<file path="config.mk">
export PLATFORM = sky130hd
export DESIGN_NAME = llsc_monitor
export DESIGN_NICKNAME = d
export VERILOG_FILES = /design/src/rtl/llsc_pkg.sv /design/src/rtl/llsc_lock_reg.sv /design/src/rtl/llsc_precheck.sv /design/src/rtl/llsc_fail_ctr.sv /design/src/rtl/llsc_monitor.sv
export SDC_FILE = /design/constraint.sdc
export NUM_CORES = 1
export LEC_CHECK = 0
export ABC_AREA = 1
export BUFFER_PORTS_ARGS = -buffer_cell sky130_fd_sc_hd__buf_2
export CELL_PAD_IN_SITES_DETAIL_PLACEMENT = 1
export CELL_PAD_IN_SITES_GLOBAL_PLACEMENT = 2
export CORE_ASPECT_RATIO = 1.1
export CORE_MARGIN = 5
export CORE_UTILIZATION = 28
export CTS_BUF_LIST = sky130_fd_sc_hd__clkbuf_16
export DETAILED_ROUTE_END_ITERATION = 8
export HOLD_SLACK_MARGIN = 0.06
export PLACE_DENSITY = 0.95
export SYNTH_ARGS = -nofsm -noshare
export SYNTH_HDL_FRONTEND = slang
export SYNTH_SLANG_ARGS = --single-unit
</file>
<file path="constraint.sdc">
create_clock -name clk -period 4.5 [get_ports clk]
set_input_delay 0.45 -clock clk [delete_from_list [all_inputs] [get_ports clk]]
set_output_delay 0.45 -clock clk [all_outputs]
set_load 0.02 [all_outputs]
</file>
<file path="src/rtl/llsc_pkg.sv">
package llsc_pkg;
  typedef enum logic [1:0] {
    OP_LOAD  = 2'd0,
    OP_STORE = 2'd1,
    OP_LINK  = 2'd2,
    OP_COND  = 2'd3
  } op_e;

  localparam logic [1:0] RC_FAIL     = 2'd0;
  localparam logic [1:0] RC_PASS     = 2'd1;
  localparam logic [1:0] RC_UNCACHED = 2'd2;
endpackage

</file>
<file path="src/rtl/llsc_lock_reg.sv">
module llsc_lock_reg #(
  parameter int ADDR_W    = 32,
  parameter int GRAN_BITS = 4
) (
  input  logic              clk,
  input  logic              rst_n,
  input  logic              set_en,
  input  logic [ADDR_W-1:0] set_addr,
  input  logic              clr_en,
  output logic              flag_o,
  output logic [ADDR_W-1:0] gran_o
);
  localparam logic [ADDR_W-1:0] LOW_ONES  = ADDR_W'((64'd1 << GRAN_BITS) - 64'd1);
  localparam logic [ADDR_W-1:0] GRAN_MASK = ~LOW_ONES;

  logic              flag_q;
  logic [ADDR_W-1:0] gran_q;

  always_ff @(posedge clk) begin
    if (!rst_n) begin
      flag_q <= 1'b0;
      gran_q <= '0;
    end else if (set_en) begin
      flag_q <= 1'b1;
      gran_q <= set_addr & GRAN_MASK;
    end else if (clr_en) begin
      flag_q <= 1'b0;
    end
  end

  assign flag_o = flag_q;
  assign gran_o = gran_q;
endmodule

</file>
<file path="src/rtl/llsc_precheck.sv">
module llsc_precheck
  import llsc_pkg::*;
#(
  parameter int ADDR_W    = 32,
  parameter int GRAN_BITS = 4
) (
  input  logic [1:0]        op_i,
  input  logic [ADDR_W-1:0] addr_i,
  input  logic              uncached_i,
  input  logic              lock_flag_i,
  input  logic [ADDR_W-1:0] lock_gran_i,
  output logic              fail_o
);
  localparam logic [ADDR_W-1:0] LOW_ONES  = ADDR_W'((64'd1 << GRAN_BITS) - 64'd1);
  localparam logic [ADDR_W-1:0] GRAN_MASK = ~LOW_ONES;

  logic is_cond;
  logic same_gran;

  always_comb begin
    is_cond   = (op_e'(op_i) == OP_COND);
    same_gran = ((addr_i & GRAN_MASK) == lock_gran_i);
    fail_o    = is_cond && !uncached_i && (!lock_flag_i || !same_gran);
  end
endmodule

</file>
<file path="src/rtl/llsc_fail_ctr.sv">
module llsc_fail_ctr #(
  parameter int WARN_PERIOD = 100000,
  parameter int CNT_W       = 32
) (
  input  logic             clk,
  input  logic             rst_n,
  input  logic             inc_i,
  input  logic             clr_i,
  output logic [CNT_W-1:0] count_o,
  output logic             warn_o
);
  localparam int PHASE_W = (WARN_PERIOD > 1) ? $clog2(WARN_PERIOD) : 1;
  localparam logic [PHASE_W-1:0] PHASE_LAST = PHASE_W'(WARN_PERIOD - 1);

  logic [CNT_W-1:0]   count_q;
  logic [PHASE_W-1:0] phase_q;
  logic               warn_q;

  always_ff @(posedge clk) begin
    if (!rst_n) begin
      count_q <= '0;
      phase_q <= '0;
      warn_q  <= 1'b0;
    end else if (clr_i) begin
      count_q <= '0;
      phase_q <= '0;
      warn_q  <= 1'b0;
    end else if (inc_i) begin
      count_q <= count_q + 1'b1;
      if (phase_q == PHASE_LAST) begin
        phase_q <= '0;
        warn_q  <= 1'b1;
      end else begin
        phase_q <= phase_q + 1'b1;
        warn_q  <= 1'b0;
      end
    end else begin
      warn_q <= 1'b0;
    end
  end

  assign count_o = count_q;
  assign warn_o  = warn_q;
endmodule

</file>
<file path="src/rtl/llsc_monitor.sv">
module llsc_monitor
  import llsc_pkg::*;
#(
  parameter int ADDR_W      = 32,
  parameter int DATA_W      = 32,
  parameter int GRAN_BITS   = 4,
  parameter int WARN_PERIOD = 100000,
  parameter int CNT_W       = 32
) (
  input  logic              clk,
  input  logic              rst_n,
  input  logic              core_req_valid,
  output logic              core_req_ready,
  input  logic [1:0]        core_req_cmd,
  input  logic [ADDR_W-1:0] core_req_addr,
  input  logic [DATA_W-1:0] core_req_wdata,
  input  logic              core_req_uncached,
  output logic              core_rsp_valid,
  output logic [DATA_W-1:0] core_rsp_rdata,
  output logic [1:0]        core_rsp_sc_code,
  output logic              core_rsp_sc_wb,
  output logic              mem_req_valid,
  input  logic              mem_req_ready,
  output logic [1:0]        mem_req_cmd,
  output logic [ADDR_W-1:0] mem_req_addr,
  output logic [DATA_W-1:0] mem_req_wdata,
  output logic              mem_req_uncached,
  input  logic              mem_rsp_valid,
  input  logic [DATA_W-1:0] mem_rsp_rdata,
  input  logic [1:0]        mem_rsp_sc_code,
  output logic              livelock_warn,
  output logic [CNT_W-1:0]  fail_count
);
  logic              busy_q;
  op_e               pend_op_q;
  logic              pend_unc_q;
  logic [ADDR_W-1:0] pend_addr_q;

  logic              lock_flag;
  logic [ADDR_W-1:0] lock_gran;
  logic              local_fail;
  logic              idle;
  logic              local_fire;
  logic              fwd_fire;
  logic              rsp_fire;
  logic              link_done;
  logic              ctr_clr;

  llsc_precheck #(.ADDR_W(ADDR_W), .GRAN_BITS(GRAN_BITS)) u_precheck (
    .op_i        (core_req_cmd),
    .addr_i      (core_req_addr),
    .uncached_i  (core_req_uncached),
    .lock_flag_i (lock_flag),
    .lock_gran_i (lock_gran),
    .fail_o      (local_fail)
  );

  // Handshake: forwarded requests wait for memory; local failures do not.
  assign idle           = !busy_q;
  assign local_fire     = core_req_valid && idle && local_fail;
  assign mem_req_valid  = core_req_valid && idle && !local_fail;
  assign core_req_ready = idle && (local_fail || mem_req_ready);
  assign fwd_fire       = mem_req_valid && mem_req_ready;
  assign rsp_fire       = busy_q && mem_rsp_valid;

  assign mem_req_cmd      = core_req_cmd;
  assign mem_req_addr     = core_req_addr;
  assign mem_req_wdata    = core_req_wdata;
  assign mem_req_uncached = core_req_uncached;

  always_ff @(posedge clk) begin
    if (!rst_n) begin
      busy_q      <= 1'b0;
      pend_op_q   <= OP_LOAD;
      pend_unc_q  <= 1'b0;
      pend_addr_q <= '0;
    end else if (fwd_fire) begin
      busy_q      <= 1'b1;
      pend_op_q   <= op_e'(core_req_cmd);
      pend_unc_q  <= core_req_uncached;
      pend_addr_q <= core_req_addr;
    end else if (rsp_fire) begin
      busy_q <= 1'b0;
    end
  end

  assign link_done = rsp_fire && (pend_op_q == OP_LINK);

  llsc_lock_reg #(.ADDR_W(ADDR_W), .GRAN_BITS(GRAN_BITS)) u_lock (
    .clk      (clk),
    .rst_n    (rst_n),
    .set_en   (link_done),
    .set_addr (pend_addr_q),
    .clr_en   (local_fire),
    .flag_o   (lock_flag),
    .gran_o   (lock_gran)
  );

  // Response path: local failure answers in the accept cycle.
  always_comb begin
    core_rsp_valid   = 1'b0;
    core_rsp_rdata   = '0;
    core_rsp_sc_code = RC_FAIL;
    core_rsp_sc_wb   = 1'b0;
    if (local_fire) begin
      core_rsp_valid   = 1'b1;
      core_rsp_sc_code = RC_FAIL;
      core_rsp_sc_wb   = 1'b1;
    end else if (rsp_fire) begin
      core_rsp_valid = 1'b1;
      unique case (pend_op_q)
        OP_LOAD, OP_LINK: core_rsp_rdata = mem_rsp_rdata;
        OP_COND: begin
          if (pend_unc_q) begin
            core_rsp_sc_code = RC_UNCACHED;
            core_rsp_sc_wb   = 1'b0;
          end else begin
            core_rsp_sc_code = mem_rsp_sc_code;
            core_rsp_sc_wb   = 1'b1;
          end
        end
        default: ;
      endcase
    end
  end

  assign ctr_clr = rsp_fire && (pend_op_q == OP_COND) && (core_rsp_sc_code != RC_FAIL);

  llsc_fail_ctr #(.WARN_PERIOD(WARN_PERIOD), .CNT_W(CNT_W)) u_ctr (
    .clk     (clk),
    .rst_n   (rst_n),
    .inc_i   (local_fire),
    .clr_i   (ctr_clr),
    .count_o (fail_count),
    .warn_o  (livelock_warn)
  );
endmodule

</file>
# Yosys cells after proc, flatten, opt, wreduce, memory -nomap -nowiden
# Index checks and enable logic that the tools add are counted.
[op_classes]
add_sub_neg = 2
n_mul = 0
div = 0
order_cmp = 0
eq_ne = 5
shifts = 0
mux = 19
n_bitwise = 2
n_reduce_logical = 25
[op_table]
columns = ["op", "count"]
rows = [
  ["two-way mux 32 bit", 3],
  ["adder 32 x 1 -> 32 bit, second input constant", 1],
  ["== test 28 bit", 1],
  ["adder 17 x 1 -> 17 bit, second input constant", 1],
  ["== test 17 bit, second input constant", 1],
  ["two-way mux 17 bit", 1],
  ["logical AND 1 bit", 11],
  ["two-way mux 1 bit", 11],
  ["two-way mux 2 bit", 4],
  ["== test 2 bit, second input constant", 3],
  ["nonzero test 2 bit", 3],
  ["logical NOT 1 bit", 5],
  ["OR reduction 2 bit", 2],
  ["OR reduction 3 bit", 1],
  ["logical NOT 2 bit", 1],
  ["logical OR 1 bit", 2],
  ["NOT 1 bit", 2],
]
[word_totals]
register_bits = 115
latchBits = 0
ramBits = 0
romBits = 0
input_bits = 106
output_inout_bits = 138
wordCells = 62
n_memories = 0

# Longest topological paths before layout
[depth]
word_depth = 9
mapped_depth = 15
ltp_nobuf = 14

# Hierarchy
# Synthesis repeated with hierarchy kept, for this count alone.
[hier_totals]
hier_cells = 1087
hier_area_um2 = 6786.5
[by_module_without_submodules]
columns = ["mod", "n_inst", "cells_each", "area_per_inst_um2", "seq_area_each_um2"]
rows = [
  ["llsc_fail_ctr", 1, 412, 2631.3, 1001.0],
  ["llsc_monitor", 1, 394, 2507.4, 720.7],
  ["llsc_lock_reg", 1, 132, 1063.5, 580.6],
  ["llsc_precheck", 1, 149, 584.3, 0.0],
]

# Worst setup path before layout
# OpenSTA, ideal clock, no wires.
[synth_timing]
path_type = "input to output"
from = "input port core_req_valid"
to = "output port mem_req_valid"
t_arrival_ns = 1.770
t_required_ns = 4.050
slack_ns = 2.280
stages = 5
path_buffers = 2
path_cell_list = "inv_1 nor2_1 buf_2 clkbuf_1 a21boi_0"
[synth_via]
elab_chain_len = 2
[synth_lines]
columns = ["element", "line_no", "source"]
rows = [
  ["start, declared", "llsc_monitor.sv:12", "input logic core_req_valid,"],
  ["logical AND 1 bit (2 in a row)", "llsc_monitor.sv:61", "assign mem_req_valid = core_req_valid && idle && !local_fail;"],
  ["end, declared", "llsc_monitor.sv:22", "output logic mem_req_valid,"],
]
# No other way between the ends.

# Final worst setup path
[layout_timing]
from = "register busy_q"
to = "register u_ctr.count_q[11], in the netlist u_ctr.count_o[11]"
[layout_via]
elab_chain_len = 7
word_cells_on_any_way = 10
cone_classes = "mux: 2; reduce/logical: 8"
[layout_lines]
columns = ["element", "line_no", "source"]
rows = [
  ["start, declared", "llsc_monitor.sv:34", "logic busy_q;"],
  ["start signal, assigned", "llsc_monitor.sv:73", "busy_q <= 1'b0;"],
  ["start signal, assigned", "llsc_monitor.sv:78", "busy_q <= 1'b1;"],
  ["start signal, assigned", "llsc_monitor.sv:83", "busy_q <= 1'b0;"],
  ["logical NOT 1 bit", "llsc_monitor.sv:59", "assign idle = !busy_q;"],
  ["logical AND 1 bit (2 in a row)", "llsc_monitor.sv:60", "assign local_fire = core_req_valid && idle && local_fail;"],
  ["two-way mux 2 bit", "llsc_monitor.sv:105", "if (local_fire) begin"],
  ["nonzero test 2 bit", "llsc_monitor.sv:127", "assign ctr_clr = rsp_fire && (pend_op_q == OP_COND) && (core_rsp_sc_code != RC_FAIL);"],
  ["logical AND 1 bit", "llsc_monitor.sv:127", ""],
  ["OR reduction 2 bit (no source line)", "--", ""],
  ["end signal, assigned", "llsc_fail_ctr.sv:29", "count_q <= count_q + 1'b1;"],
  ["end, declared", "llsc_fail_ctr.sv:15", "logic [CNT_W-1:0] count_q;"],
]
# Several ways; a longest one is shown, not always the timed one.
# A chain may end at the register's enable or synchronous reset.

==> flow_summary.json <==
{
  "required_ns": 4.78,
  "grt_usage_pct": 15.4,
  "cts_tree": "done",
  "synth_enable_flop_cells": 0,
  "status": "complete, no violations",
  "start_util_pct": 28.6,
  "timing.final.ws_setup_ns": 1.71,
  "sw_frac_of_total_pct": 29.0,
  "drc": 0,
  "seqPwrFrac_pct": 48.6,
  "setup-tns-final_ns": 0,
  "dr.max_layer_used": "met4",
  "finalNonFillerCells": 1510,
  "wirelength_met1_um": 9760,
  "cp_common_cell": "nor3_1",
  "cts.repair.resized": 0,
  "power_switching_w": 0.000605,
  "ys_ff_latch": 111,
  "syn_area_sq_um": 7030,
  "dp_slack_ns": 1.50,
  "async_reset_ff_share_pct": 0,
  "antenna_cells": 0,
  "core_sq_um": 24600,
  "gp_congestion": 0.873,
  "drt_iter0_drc": 364,
  "finClkSkew_ns": 0.0147,
  "syn_nets": 1238,
  "via_per_inst": 4.66,
  "syn_to_final_growth_pct": 12.3,
  "crit_arrival_ns": 3.07,
  "synth_compound_area_share_pct": 8.48,
  "dpl_cell_area_sq_um": 7600,
  "postCtsHoldBufs": 0,
  "power_density_nw_per_um2": 265,
  "fill_cells": 3243,
  "timing_hold_violations_final": 0,
  "met2_length_um": 11400,
  "num_vias": 7044,
  "slowest_stage": "clkinv_1",
  "finalSetupViolCount": 0,
  "first_pass_iters": 4,
  "path_cells": "nand2_2, nor3_1, o21ai_1, inv_1, nor3_1, clkinv_1, buf_4, a21oi_1",
  "synth.area.top_cells": "dfxtp_1 (32%), nand2_1 (16%), inv_1 (8.5%), nand4_1 (7.6%), nor2_1 (7.5%)",
  "numCtsBuffers": 9,
  "synth.distinct_cells": 29,
  "crit_path_start_kind": "register",
  "max-slew-margin-rel_pct": 50.2,
  "synth_top_cell_by_area": "dfxtp_1",
  "grt_remaining_overflow": 0,
  "port-buffer-count": 171,
  "power_frac_comb_pct": 13.6,
  "period_needed_ns": 2.79,
  "synth_top_family_by_area": "simple AND/OR/NAND/NOR gates",
  "synth_top_area_share_pct": 31.6,
  "yosys_warnings": 0,
  "cp_slowest_stage_delay_ns": 0.57,
  "wl_per_cell_um": 14.8,
  "numClockSinks": 111,
  "fin_crit_sh_pct": 62.0,
  "synth-seq-area-share_pct": 31.6,
  "antenna_left": 0,
  "rsz0062_at_grt": "false",
  "die_x_um": 161,
  "cts-root-buf": "clkbuf_16",
  "fmax_mhz": 359,
  "row_count": 60,
  "grt_pass1_vias": 7219,
  "ys.flop_type": "dfxtp_1",
  "dp_hpwl_um": 16200,
  "worstSetupEndpointType": "register",
  "hold_class": "in -> reg",
  "cts.clk_slew.worst_paths_ns": 0.08,
  "grt_max_degree": 62,
  "nets": 1303,
  "grt_pass1_wl_um": 36600,
  "power_w": 0.00209,
  "cts_buffer_depth": 2,
  "synth_simple_gate_area_share_pct": 34.5,
  "worst-path-max-fanout": 35,
  "p_int_w": 0.00148,
  "peakVddDrop_v": 0.000136,
  "syn_inst": 1130,
  "synth-xor-area-share_pct": 5.73,
  "drive_above_1_share_pct": 16.8,
  "worst_pin_slew_ns": 0.747,
  "cts_setup_buffers": 0,
  "syn-mean-instance-area_sq_um": 6.22,
  "synth.area.mux_share_pct": 0,
  "synth_fa_ha_area_share_pct": 0.356,
  "ios": 244,
  "fin_area_sq_um": 7900,
  "met3_length_um": 921,
  "wl_um": 22300,
  "placed_cells": 1494,
  "maxSlewViolCount": 0,
  "max_cap_viol_count": 0,
  "clk_latency_ns": 0.36,
  "antenna_found_initial": 0,
  "ctsHtreeMaxLevel": 3,
  "die_area_sq_um": 28400,
  "power.leakage_nw": 3.72,
  "path_class": "reg -> reg",
  "p_clk_share_pct": 37.8,
  "die_h_um": 176
}
-- power by group through the flow --
stage                     clock network, W  logic, W  registers (W)
after floorplan                          0  0.000250        0.00104
after global placement                   0  0.000278        0.00104
after detailed placement                 0  0.000286        0.00104
after CTS                         0.000830  0.000287        0.00102
after global routing              0.000859  0.000321        0.00102
final                             0.000790  0.000283        0.00102
-- routing by layer --
metal / up-vias / GRT usage, %
met4: 0 / 3.02
li1: 3600 / -
met1: 3303 / 18.9
met3: 13 / 3.13
met2: 128 / 28.1
met5: - / 0
-- logic make-up (layout without fill, tap and decap cells) --
group | count (synthesis) | after routing
compound gates | 118 | 118
xor+xnor | 46 | 46
fa+ha+maj | 2 | 2
buf+inv | 285 | 355
flops | 111 | 111
simple gates | 568 | 568
-- through the flow --
step / utilization [%] / hold slack [ns]
final: 32.1 / 0.394
after global placement: 30.9 / 0.441
after detailed placement: 30.9 / 0.446
after global routing: 32.1 / 0.397
after CTS: 32.1 / 0.377
after floorplan: - / 0.430
-- worst max-delay path: cells and delay by family (launching register included) --
| family | cells | cell delay, ns |
|---|---|---|
| compound gates | 2 | 0.28 |
| buf+inv | 3 | 1.10 |
| flops | 1 | 0.37 |
| simple gates | 3 | 0.94 |
-- cell usage after synthesis (all sizes together) (18+ instances only) --
library cell    n
a21oi          82
buf            96
clkbuf         28
dfxtp         111
inv           161
nand2         309
nand3          18
nand4          86
nor2          140
o21ai          33
xnor2          22
xor2           24
-- sequential cells by signal (all words and copies together) (netlist names) --
name and flops:
u_ctr.count_o 32, u_lock.gran_o 28, pend_unc_q 1, busy_q 1, pend_addr_q 28, u_lock.flag_o 1, pend_op_q 2, u_ctr.phase_q 17
u_ctr.warn_o 1
-- path summary, 6_finish.rpt --
check                 start           endpoint  slack, ns  depth (start not counted)
min           mem_rsp_valid             busy_q       0.39                          4
max reg2reg          busy_q  u_ctr.count_o[11]       1.71                          8
max                  busy_q  u_ctr.count_o[11]       1.71                          8
min reg2reg  pend_addr_q[8]   u_lock.gran_o[8]       0.46                          2
-- placed cells by master (no fill, tap or decap), drive strengths merged --
master  Yosys  final
nand2     309    309
buf        96    178
inv       161    161
nor2      140    140
dfxtp     111    111
nand4      86     86
a21oi      82     82
o21ai      33     33
xor2       24     24
xnor2      22     22
nand3      18     18
nor3       11     11
clkbuf     28      9
clkinv      0      7
nand3b      2      2
ha          2      2
a21boi      2      2
o22ai       1      1
and3        1      1
and2        1      1
-- layout make-up --
class	count	area [sq um]	share of cell area, %
inverter	161	604	7.65
timing repair buffer	178	921	11.7
sequential	111	2220	28.1
clock buffer	9	225	2.85
clock inverter	7	71.3	0.903
multi-input combinational	734	3460	43.9
tap	310	388	4.91
(Power assumes the default switching activity.)
